**src/rtl/uart3x_pkg.sv**
```systemverilog
package uart3x_pkg;

    localparam int OSR       = 3;
    localparam int DATA_W    = 8;
    localparam int SAMPLES   = 29;
    localparam int SCNT_W    = $clog2(SAMPLES);
    // clocks of delay between the line edge and the capture start
    localparam int EDGE_LAT  = 2;

    typedef enum logic [0:0] {
        ST_WAIT = 1'b0,
        ST_GRAB = 1'b1
    } grab_state_e;

    typedef struct packed {
        logic               done;
        logic [SAMPLES-1:0] word;
    } grab_t;

    function automatic int unsigned calc_divisor(input int unsigned sys_hz,
                                                 input int unsigned bit_hz);
        return sys_hz / (2 * bit_hz * OSR) - 1;
    endfunction

    // data bit n is the centre sample of group n+1
    function automatic logic [DATA_W-1:0] pick_byte(input logic [SAMPLES-1:0] w);
        logic [DATA_W-1:0] b;
        for (int n = 0; n < DATA_W; n++) begin
            b[n] = w[OSR*n + 4];
        end
        return b;
    endfunction

endpackage

```
**src/rtl/uart3x_tick.sv**
```systemverilog
module uart3x_tick
    import uart3x_pkg::*;
#(
    parameter int DIV_W = 16
) (
    input  logic             clk,
    input  logic             rst,
    input  logic [DIV_W-1:0] div_i,
    input  logic             restart,
    output logic             tick
);
    localparam int CNT_W = DIV_W + 1;

    logic [CNT_W-1:0] cnt;
    logic [CNT_W-1:0] first_load;
    logic [CNT_W-1:0] full_load;

    // half a sample period, less the synchronizer delay
    always_comb begin
        if (div_i > DIV_W'(EDGE_LAT))
            first_load = CNT_W'(div_i - DIV_W'(EDGE_LAT));
        else
            first_load = '0;
        full_load = {div_i, 1'b1};
    end

    assign tick = (cnt == '0);

    always_ff @(posedge clk) begin
        if (rst)
            cnt <= full_load;
        else if (restart)
            cnt <= first_load;
        else if (tick)
            cnt <= full_load;
        else
            cnt <= cnt - 1'b1;
    end


    tick_spacing_chk: assert property (@(posedge clk) disable iff (rst)
        (tick && !restart) |=> !tick);

endmodule

```
**src/rtl/uart3x_capture.sv**
```systemverilog
module uart3x_capture
    import uart3x_pkg::*;
(
    input  logic  clk,
    input  logic  rst,
    input  logic  rxd,
    input  logic  tick,
    output logic  restart,
    output grab_t grab
);
    logic [2:0]         sync_q;
    logic               line;
    logic               line_fall;
    grab_state_e        state;
    logic [SCNT_W-1:0]  scnt;
    logic [SAMPLES-1:0] shreg;
    logic               done_q;

    assign line      = sync_q[1];
    assign line_fall = !sync_q[1] && sync_q[2];
    assign restart   = (state == ST_WAIT) && line_fall;

    always_ff @(posedge clk) begin
        if (rst)
            sync_q <= '1;
        else
            sync_q <= {sync_q[1:0], rxd};
    end

    always_ff @(posedge clk) begin
        if (rst) begin
            state  <= ST_WAIT;
            scnt   <= '0;
            shreg  <= '0;
            done_q <= 1'b0;
        end else begin
            done_q <= 1'b0;
            case (state)
                ST_WAIT: begin
                    scnt <= '0;
                    if (line_fall)
                        state <= ST_GRAB;
                end
                ST_GRAB: begin
                    if (tick) begin
                        shreg <= {line, shreg[SAMPLES-1:1]};
                        if (scnt == SCNT_W'(SAMPLES - 1)) begin
                            state  <= ST_WAIT;
                            done_q <= 1'b1;
                            scnt   <= '0;
                        end else begin
                            scnt <= scnt + 1'b1;
                        end
                    end
                end
                default: state <= ST_WAIT;
            endcase
        end
    end

    assign grab.done = done_q;
    assign grab.word = shreg;


    start_on_edge_chk: assert property (@(posedge clk) disable iff (rst)
        $rose(state == ST_GRAB) |-> $past(line_fall));


    sample_bound_chk: assert property (@(posedge clk) disable iff (rst)
        scnt <= SCNT_W'(SAMPLES - 1));


    rearm_chk: assert property (@(posedge clk) disable iff (rst)
        done_q |-> (state == ST_WAIT));

endmodule

```
**src/rtl/uart3x_holder.sv**
```systemverilog
module uart3x_holder
    import uart3x_pkg::*;
(
    input  logic              clk,
    input  logic              rst,
    input  grab_t             grab,
    input  logic              rd,
    input  logic              ovf_clr,
    output logic [DATA_W-1:0] rx_data,
    output logic              rx_valid,
    output logic              rx_ready,
    output logic              rx_ovf
);
    logic collide;

    assign collide = grab.done && rx_ready && !rd;

    always_ff @(posedge clk) begin
        if (rst) begin
            rx_data  <= '0;
            rx_valid <= 1'b0;
            rx_ready <= 1'b0;
            rx_ovf   <= 1'b0;
        end else begin
            rx_valid <= grab.done;
            if (grab.done)
                rx_data <= pick_byte(grab.word);

            if (grab.done)
                rx_ready <= 1'b1;
            else if (rd)
                rx_ready <= 1'b0;

            if (collide)
                rx_ovf <= 1'b1;
            else if (ovf_clr)
                rx_ovf <= 1'b0;
        end
    end


    single_pulse_chk: assert property (@(posedge clk) disable iff (rst)
        rx_valid |=> !rx_valid);


    ready_with_valid_chk: assert property (@(posedge clk) disable iff (rst)
        rx_valid |-> rx_ready);


    read_clears_chk: assert property (@(posedge clk) disable iff (rst)
        (rd && !grab.done) |=> !rx_ready);


    ovf_set_chk: assert property (@(posedge clk) disable iff (rst)
        $rose(rx_ovf) |-> rx_valid);


    ovf_sticky_chk: assert property (@(posedge clk) disable iff (rst)
        $fell(rx_ovf) |-> $past(ovf_clr));

endmodule

```
**src/rtl/uart3x_rx.sv**
```systemverilog
module uart3x_rx
    import uart3x_pkg::*;
#(
    parameter int DIV_W = 16
) (
    input  logic             clk,
    input  logic             rst,
    input  logic [DIV_W-1:0] div_i,
    input  logic             rxd,
    input  logic             rd,
    input  logic             ovf_clr,
    output logic [7:0]       rx_data,
    output logic             rx_valid,
    output logic             rx_ready,
    output logic             rx_ovf
);
    logic  tick;
    logic  restart;
    grab_t grab;

    uart3x_tick #(.DIV_W(DIV_W)) u_tick (
        .clk     (clk),
        .rst     (rst),
        .div_i   (div_i),
        .restart (restart),
        .tick    (tick)
    );

    uart3x_capture u_capture (
        .clk     (clk),
        .rst     (rst),
        .rxd     (rxd),
        .tick    (tick),
        .restart (restart),
        .grab    (grab)
    );

    uart3x_holder u_holder (
        .clk      (clk),
        .rst      (rst),
        .grab     (grab),
        .rd       (rd),
        .ovf_clr  (ovf_clr),
        .rx_data  (rx_data),
        .rx_valid (rx_valid),
        .rx_ready (rx_ready),
        .rx_ovf   (rx_ovf)
    );

endmodule

```
**config.mk**
```make
export PLATFORM = sky130hd
export DESIGN_NAME = uart3x_rx
export DESIGN_NICKNAME = d
export VERILOG_FILES = /design/src/rtl/uart3x_pkg.sv /design/src/rtl/uart3x_tick.sv /design/src/rtl/uart3x_capture.sv /design/src/rtl/uart3x_holder.sv /design/src/rtl/uart3x_rx.sv
export SDC_FILE = /design/constraint.sdc
export NUM_CORES = 1
export LEC_CHECK = 0
export BUFFER_PORTS_ARGS = -buffer_cell sky130_fd_sc_hd__buf_4
export CORE_ASPECT_RATIO = 0.7
export CORE_MARGIN = 2
export CORE_UTILIZATION = 52
export CTS_BUF_LIST = sky130_fd_sc_hd__clkbuf_4 sky130_fd_sc_hd__clkbuf_8 sky130_fd_sc_hd__clkbuf_16
export DETAILED_ROUTE_END_ITERATION = 10
export MAX_ROUTING_LAYER = met4
export PLACE_DENSITY_LB_ADDON = 0.05
export SETUP_SLACK_MARGIN = 0.2
export SYNTH_ARGS = -nofsm -noshare
export SYNTH_HDL_FRONTEND = slang
export SYNTH_SLANG_ARGS = --single-unit
```
**constraint.sdc**
```tcl
create_clock -name clk -period 2.1 [get_ports clk]
set_clock_uncertainty 0.15 [all_clocks]
set_input_delay 0.21 -clock clk [delete_from_list [all_inputs] [get_ports clk]]
set_output_delay 0.21 -clock clk [all_outputs]
set_load 0.1 [all_outputs]
```
==> flow_metrics.env, run 1 <==
export IMPL_io_buffers=31
export IMPL_hold_viol=0
export IMPL_final_setup_viol_count=4
export IMPL_fin_ws_ns=-0.08167
export IMPL_holdPathStages=4
export IMPL_peakVddDrop_mv=0.4181
export IMPL_grt_busiest_layer="met2"
export IMPL_synth_common_cells="80 x nand2_1, 63 x dfxtp_1, 43 x a21oi_1"
export IMPL_syn_inst=366
export IMPL_status="complete, but fails checks"
export IMPL_rr_worst_depth=5
export IMPL_die_w_um=94.64
export IMPL_multi_input_area_sq_um=1826
export IMPL_yosysWarnings=0
export IMPL_drc_errors=0
export IMPL_syn2layout_area_growth_pct=43.31
export IMPL_grt_pass1_vias=2838
export IMPL_yosysMostFrequentCell="nand2_1"
export IMPL_place_area_sq_um=3689
export IMPL_crit_arrival_ns=2.28
export IMPL_insertion_delay_ns=0.33
export IMPL_cts_buffers=9
export IMPL_coreArea_sq_um=5640
export IMPL_use_met1_pct=40.59
export IMPL_via_per_inst=5.769
export IMPL_end_kind="flop"
export IMPL_final_cells=540
export IMPL_yosysSeqAreaShare_pct=42.18
export IMPL_drtAntennaViolNets=0
export IMPL_cts_sinks=63
export IMPL_worstPathRequired_ns=2.20
export IMPL_path_clk_slew_ns=0.07
export IMPL_power_density_nw_per_um2=679.1
export IMPL_met2_usage_pct=44.59
export IMPL_cts_tree="built"
export IMPL_n_fill_cell=422
export IMPL_die_area_sq_um=6383
export IMPL_syn_cell_area_sq_um=2990
export IMPL_drt_first_pass_iters=5
export IMPL_worstMarginPinSlew_ns=0.6178
export IMPL_routabilityCongestion=0.8938
export IMPL_max_slew_margin_pct=58.76
export IMPL_start_util_pct=53.02
export IMPL_grt_max_degree=33
export IMPL_grt_pass1_wl_um=14160
export IMPL_drv_cap=0
export IMPL_synth_fp_nets=392
export IMPL_fin_crit_sh_pct=103.9
export IMPL_dieHeight_um=67.45
export IMPL_min_delay_start="rd"
export IMPL_rr_startpoint="u_tick.cnt[0]$_SDFF_PP1_"
export IMPL_critPathLaunchType="flop"
export IMPL_synth_area_leaders="dfxtp_1 42%, nand2_1 10%, a21oi_1 7.2%"
export IMPL_drt_iter0_markers=251
export IMPL_tns_ns=-0.2190
export IMPL_synth_edf_count=0
export IMPL_post_route_min_period_ns=2.182
export IMPL_min_to="u_holder.rx_ready$_SDFFE_PP0P_"
export IMPL_layout_area_seq_sq_um=1269
export IMPL_routedWlPerCell_um=16.85
export IMPL_dp_slack_ns=-0.07129
export IMPL_fin_area_sq_um=4285
export IMPL_post_route_util_pct=75.98
export IMPL_path_class="reg2reg"
export IMPL_cts_buffer_depth=2
export IMPL_fmax_mhz=458.4
export IMPL_rows=23
export IMPL_gr_usage_met3_pct=9.821
export IMPL_via_count=3115
export IMPL_grt_setup_unrepaired="true"
export IMPL_grt_ovfl_total=0
export IMPL_synth_ff_type="dfxtp_1"
export IMPL_min_path_type="in2reg"
export IMPL_root_buffer="clkbuf_8"
export IMPL_ys_types=52
export IMPL_crit_fanout=3
export IMPL_r2r_slack_ns=-0.08
export IMPL_ys_ff_latch=63
export IMPL_yosys_area_top_type="dfxtp_1"
export IMPL_diodes=0
export IMPL_power_total_mw=2.910
export IMPL_dp_cells=502
export IMPL_syn_mean_instance_area_sq_um=8.170
export IMPL_failed_checks="setup timing"
export IMPL_routed_wl_um=9098
export IMPL_h_tree_depth=3
export IMPL_drive_gt1_share_pct=33.98
export IMPL_synthArstFlopShare_pct=0
export IMPL_slew_violations=0
export IMPL_gr_usage_all_layers_pct=30.36
export IMPL_nNetsFinal=487
export IMPL_antenna_found_initial=0
export IMPL_dp_hpwl_um=5827
export IMPL_hold_slack_ns=0.01081
export IMPL_r2r_end="u_tick.cnt[15]$_DFF_P_"
export IMPL_io_pins=32
export IMPL_synth_top_cell_area_share_pct=42.18
export IMPL_p_leak_nw=1.620
[power breakdown]
group	total, mW	switching, mW	leakage (nW)	internal (mW)
logic	0.455	0.226	0.993	0.229
registers	1.30	0.0593	0.515	1.24
clock network	1.15	0.450	0.113	0.704
total	2.91	0.736	1.62	2.17
[cells in the final DEF (no fill, tap or decap), drive strengths merged, types with 3 or more instances in the layout]
master	synthesis	routed
buf	5	93
or4	5	5
mux2i	10	10
dfxtp	63	63
a21oi	43	43
nand2	80	80
clkbuf	13	11
xor2	6	6
inv	8	8
nor3	8	8
nor2b	4	4
nand3	9	9
nor2	29	29
o21ai	5	5
nor4	6	6
or2	3	3
or3	6	6
o31ai	6	6
o221ai	12	12
nor3b	3	3
xnor2	9	9
dlygate4sd3	0	9
ha	5	5
[worst max-delay path, stage by stage (launching register included)]
cell and delay (ns):
dfxtp_2 0.33, buf_4 0.13, or4_4 0.53, or3_4 0.44
or4_4 0.44, o2111ai_2 0.08
[final cells by class]
cell class / count / area share [%]
inverter: 8 / 0.7007
clock buffer: 11 / 3.387
clock inverter: 4 / 1.635
timing repair buffer: 102 / 19.88
tap: 75 / 2.190
sequential: 63 / 29.61
multi-input combinational: 277 / 42.60
[metal layers]
metal | routed length [um] | part of all wire, % | vias up
li1 | - | - | 1495
met1 | 4014 | 44 | 1463
met2 | 4056 | 45 | 139
met3 | 905 | 9.9 | 18
met4 | 122 | 1.3 | 0
met5 | 0 | 0 | -
[logic make-up after synthesis]
logic type,share of synthesized area (%)
and+or+nand+nor,25.36
AOI/OAI and AO/OA,19.00
DFF,42.18
buffers and inverters,3.640
xor gates and xnor gates,4.393
muxes,3.347
adders and majority gates,2.092
[what timing repair did]
action	4_1_cts	5_1_grt
hold buffers	9	0
endpoints found under the hold margin	9	0
pin swaps	18	10
resized for setup	23	22
gates cloned	1	0
endpoints found under the setup margin	47	49
setup buffers	8	5
[registers in the layout, summed over array words and instances (netlist names)]
name	count
u_holder.rx_ovf	1
u_capture.shreg	25
u_capture.done_q	1
u_capture.state	1
u_capture.scnt	5
u_holder.rx_data	8
u_holder.rx_ready	1
u_capture.sync_q	3
u_holder.rx_valid	1
u_tick.cnt	17
[worst max path at each step]
stage | startpoint | to
floorplan | u_tick.cnt[1]$_DFF_P_ | u_tick.cnt[10]$_DFF_P_
global placement | div_i[5] | u_tick.cnt[15]$_DFF_P_
detailed placement | div_i[5] | u_tick.cnt[2]$_DFF_P_
CTS | u_tick.cnt[7]$_DFF_P_ | u_tick.cnt[12]$_DFF_P_
global route | u_tick.cnt[1]$_DFF_P_ | u_tick.cnt[12]$_DFF_P_
finish | u_tick.cnt[0]$_SDFF_PP1_ | u_tick.cnt[15]$_DFF_P_
No activity file was read; power rests on OpenSTA's default activity.
==> inputs of run 2 (changes only) <==
CELL_PAD_IN_SITES_DETAIL_PLACEMENT = 0   (was default)
CELL_PAD_IN_SITES_GLOBAL_PLACEMENT = 2   (was default)
CORE_UTILIZATION = 31   (was 52)
CTS_CLUSTER_SIZE = 8   (was default)
==> run 2 against run 1 <==
Net effect: the flow still finishes with violations (setup timing); flip-flop and latch count is the same; cell count is 11% higher; first-iteration DRC count fell by 29%; worst hold slack worse by 0.0046 ns; via count decreased by 2.8%; non-clock buffer count rose by 8; sequential share of layout area is 4.3 points lower; combinational power about the same; maximum frequency rose by 2.0%; register-to-register slack better by 0.04 ns; count of clock-buffer cells in the layout increased by 2.
==> flow_metrics.env, run 2 (same netlist as run 1, synthesis figures left out) <==
export IMPL_routabilityCongestion=0.8185
export IMPL_path_cells="or4_4 -> or4_4 -> nor3_4 -> xnor2_1 -> o221ai_1"
export IMPL_fmax_mhz=467.7
export IMPL_rr_startpoint="u_tick.cnt[7]$_DFF_P_"
export IMPL_largestRegisters="u_capture.shreg (25), u_tick.cnt (17), u_holder.rx_data (8)"
export IMPL_grt_max_degree=28
export IMPL_switching_share_pct=23.66
export IMPL_min_delay_start="div_i[15]"
export IMPL_cp_startpoint="u_tick.cnt[7]$_DFF_P_"
export IMPL_path_clk_slew_ns=0.06
export IMPL_start_util_pct=32.45
export IMPL_drive_gt1_share_pct=47.89
export IMPL_regMostFlops="u_capture.shreg"
export IMPL_seqPwrFrac_pct=38.2
export IMPL_h_tree_depth=3
export IMPL_rows=29
export IMPL_p_clk_share_pct=48.5
export IMPL_grt_pass1_wl_um=15810
export IMPL_antenna_found_initial=0
export IMPL_drt_iter0_markers=178
export IMPL_peakVddDrop_mv=0.6124
export IMPL_final_setup_viol_count=2
export IMPL_cts_sinks=63
export IMPL_crit_buf_inv=0
export IMPL_slowest_stage="or4_4"
export IMPL_critPathLaunchType="flop"
export IMPL_root_buffer="clkbuf_16"
export IMPL_post_route_min_period_ns=2.138
export IMPL_via_count=3027
export IMPL_drc_errors=0
export IMPL_cts_buffer_depth=2
export IMPL_place_area_sq_um=3780
export IMPL_mostFrequentLayoutCells="79 x buf_4, 58 x dfxtp_1, 51 x nand2_1"
export IMPL_drv_cap=0
export IMPL_crit_arrival_ns=2.19
export IMPL_coreArea_sq_um=9216
export IMPL_routedWlPerCell_um=16.42
export IMPL_final_common_cell="buf_4"
export IMPL_slew_violations=0
export IMPL_failed_checks="setup timing"
export IMPL_drtAntennaViolNets=0
export IMPL_tns_ns=-0.05950
export IMPL_worstPathRequired_ns=2.16
export IMPL_io_pins=32
export IMPL_largest_register_ffs=25
export IMPL_crit_fanout=3
export IMPL_status="complete, but fails checks"
export IMPL_gr_usage_all_layers_pct=20.53
export IMPL_via_per_inst=5.062
export IMPL_die_area_sq_um=10460
export IMPL_comb_power_share_pct=13.4
export IMPL_cpMostUsedCell="or4_4"
export IMPL_nNetsFinal=495
export IMPL_worstMarginPinSlew_ns=0.6597
export IMPL_grt_setup_unrepaired="true"
export IMPL_insertion_delay_ns=0.33
export IMPL_path_class="reg2reg"
export IMPL_end_kind="flop"
export IMPL_slowest_delay_ns=0.55
export IMPL_layout_area_seq_sq_um=1275
export IMPL_cp_top_family="simple AND/OR/NAND/NOR gates"
export IMPL_multi_input_area_sq_um=2196
export IMPL_dieHeight_um=86.18
export IMPL_routed_wl_um=9818
export IMPL_max_slew_margin_pct=55.96
export IMPL_p_sw_mw=0.8062
export IMPL_grt_pass1_vias=2917
export IMPL_power_density_nw_per_um2=675.5
export IMPL_diodes=0
export IMPL_n_fill_cell=853
export IMPL_grt_ovfl_total=0
export IMPL_internal_power_mw=2.602
export IMPL_fin_area_sq_um=5045
export IMPL_fin_crit_sh_pct=101.8
export IMPL_cts_buffers=9
export IMPL_cts_tree="built"
export IMPL_drt_first_pass_iters=6
export IMPL_fin_ws_ns=-0.03820
export IMPL_hold_viol=0
export IMPL_min_path_type="in2reg"
export IMPL_io_buffers=31
export IMPL_syn2layout_area_growth_pct=68.70
export IMPL_die_w_um=121.4
export IMPL_dp_hpwl_um=6442
export IMPL_p_leak_nw=1.824
[run 2: tightest hold or removal path, delay by kind of cell]
family | cells | cell delay, ns
buf+inv | 1 | 0.11
compound gates | 2 | 0.13
[run 2: worst paths after layout]
kind | end | slack (ns) | depth (start not counted)
min reg2reg | u_capture.sync_q[1]$_SDFF_PP1_ | 0.26 | 1
min | u_tick.cnt[16]$_DFF_P_ | 0.006 | 3
max reg2reg | u_tick.cnt[12]$_DFF_P_ | -0.04 | 5
max | u_tick.cnt[12]$_DFF_P_ | -0.04 | 5
[run 2: repair_timing]
item | CTS | global route
hold buffers | 9 | 0
cloned | 4 | 0
gates resized for setup | 74 | 74
pin swaps | 43 | 39
hold endpoints to repair | 9 | 0
setup endpoints to repair | 48 | 49
setup buffers | 9 | 5
[run 2: layout make-up]
cell class,count,share of cell area [%]
multi-input combinational,277,43.53
sequential,63,25.27
timing repair buffer,110,20.88
clock buffer,13,5.308
tap,124,3.075
clock inverter,3,1.290
inverter,8,0.6448
[run 2: metrics by stage]
stage	hold WS, ns	worst slack [ns]	util (%)	power (mW)	std cells
floorplan	0.1638	0.03455	-	1.492	366
global placement	0.2429	-0.05735	41.01	1.682	555
detailed placement	0.2436	-0.05029	41.01	1.680	555
CTS	0.0009143	-0.01859	50.49	3.395	593
global route	0.0007636	-0.09170	54.74	3.548	598
finish	0.006221	-0.03820	54.74	3.408	598
[run 2: power by group through the flow]
stage / registers, mW / clock network, mW / logic (mW)
2_1_floorplan: 1.31 / 0 / 0.181
6_report: 1.30 / 1.65 / 0.455
3_5_place_dp: 1.31 / 0 / 0.367
3_3_place_gp: 1.31 / 0 / 0.368
4_1_cts: 1.29 / 1.69 / 0.416
5_1_grt: 1.31 / 1.75 / 0.496
[run 2: layer usage]
layer | vias to the layer above | GRT usage (%) | wire [um]
met5 | - | - | 0
li1 | 1518 | - | -
met2 | 50 | 25.69 | 3790
met3 | 7 | 6.711 | 409
met1 | 1452 | 31.39 | 5539
met4 | 0 | 3.971 | 78
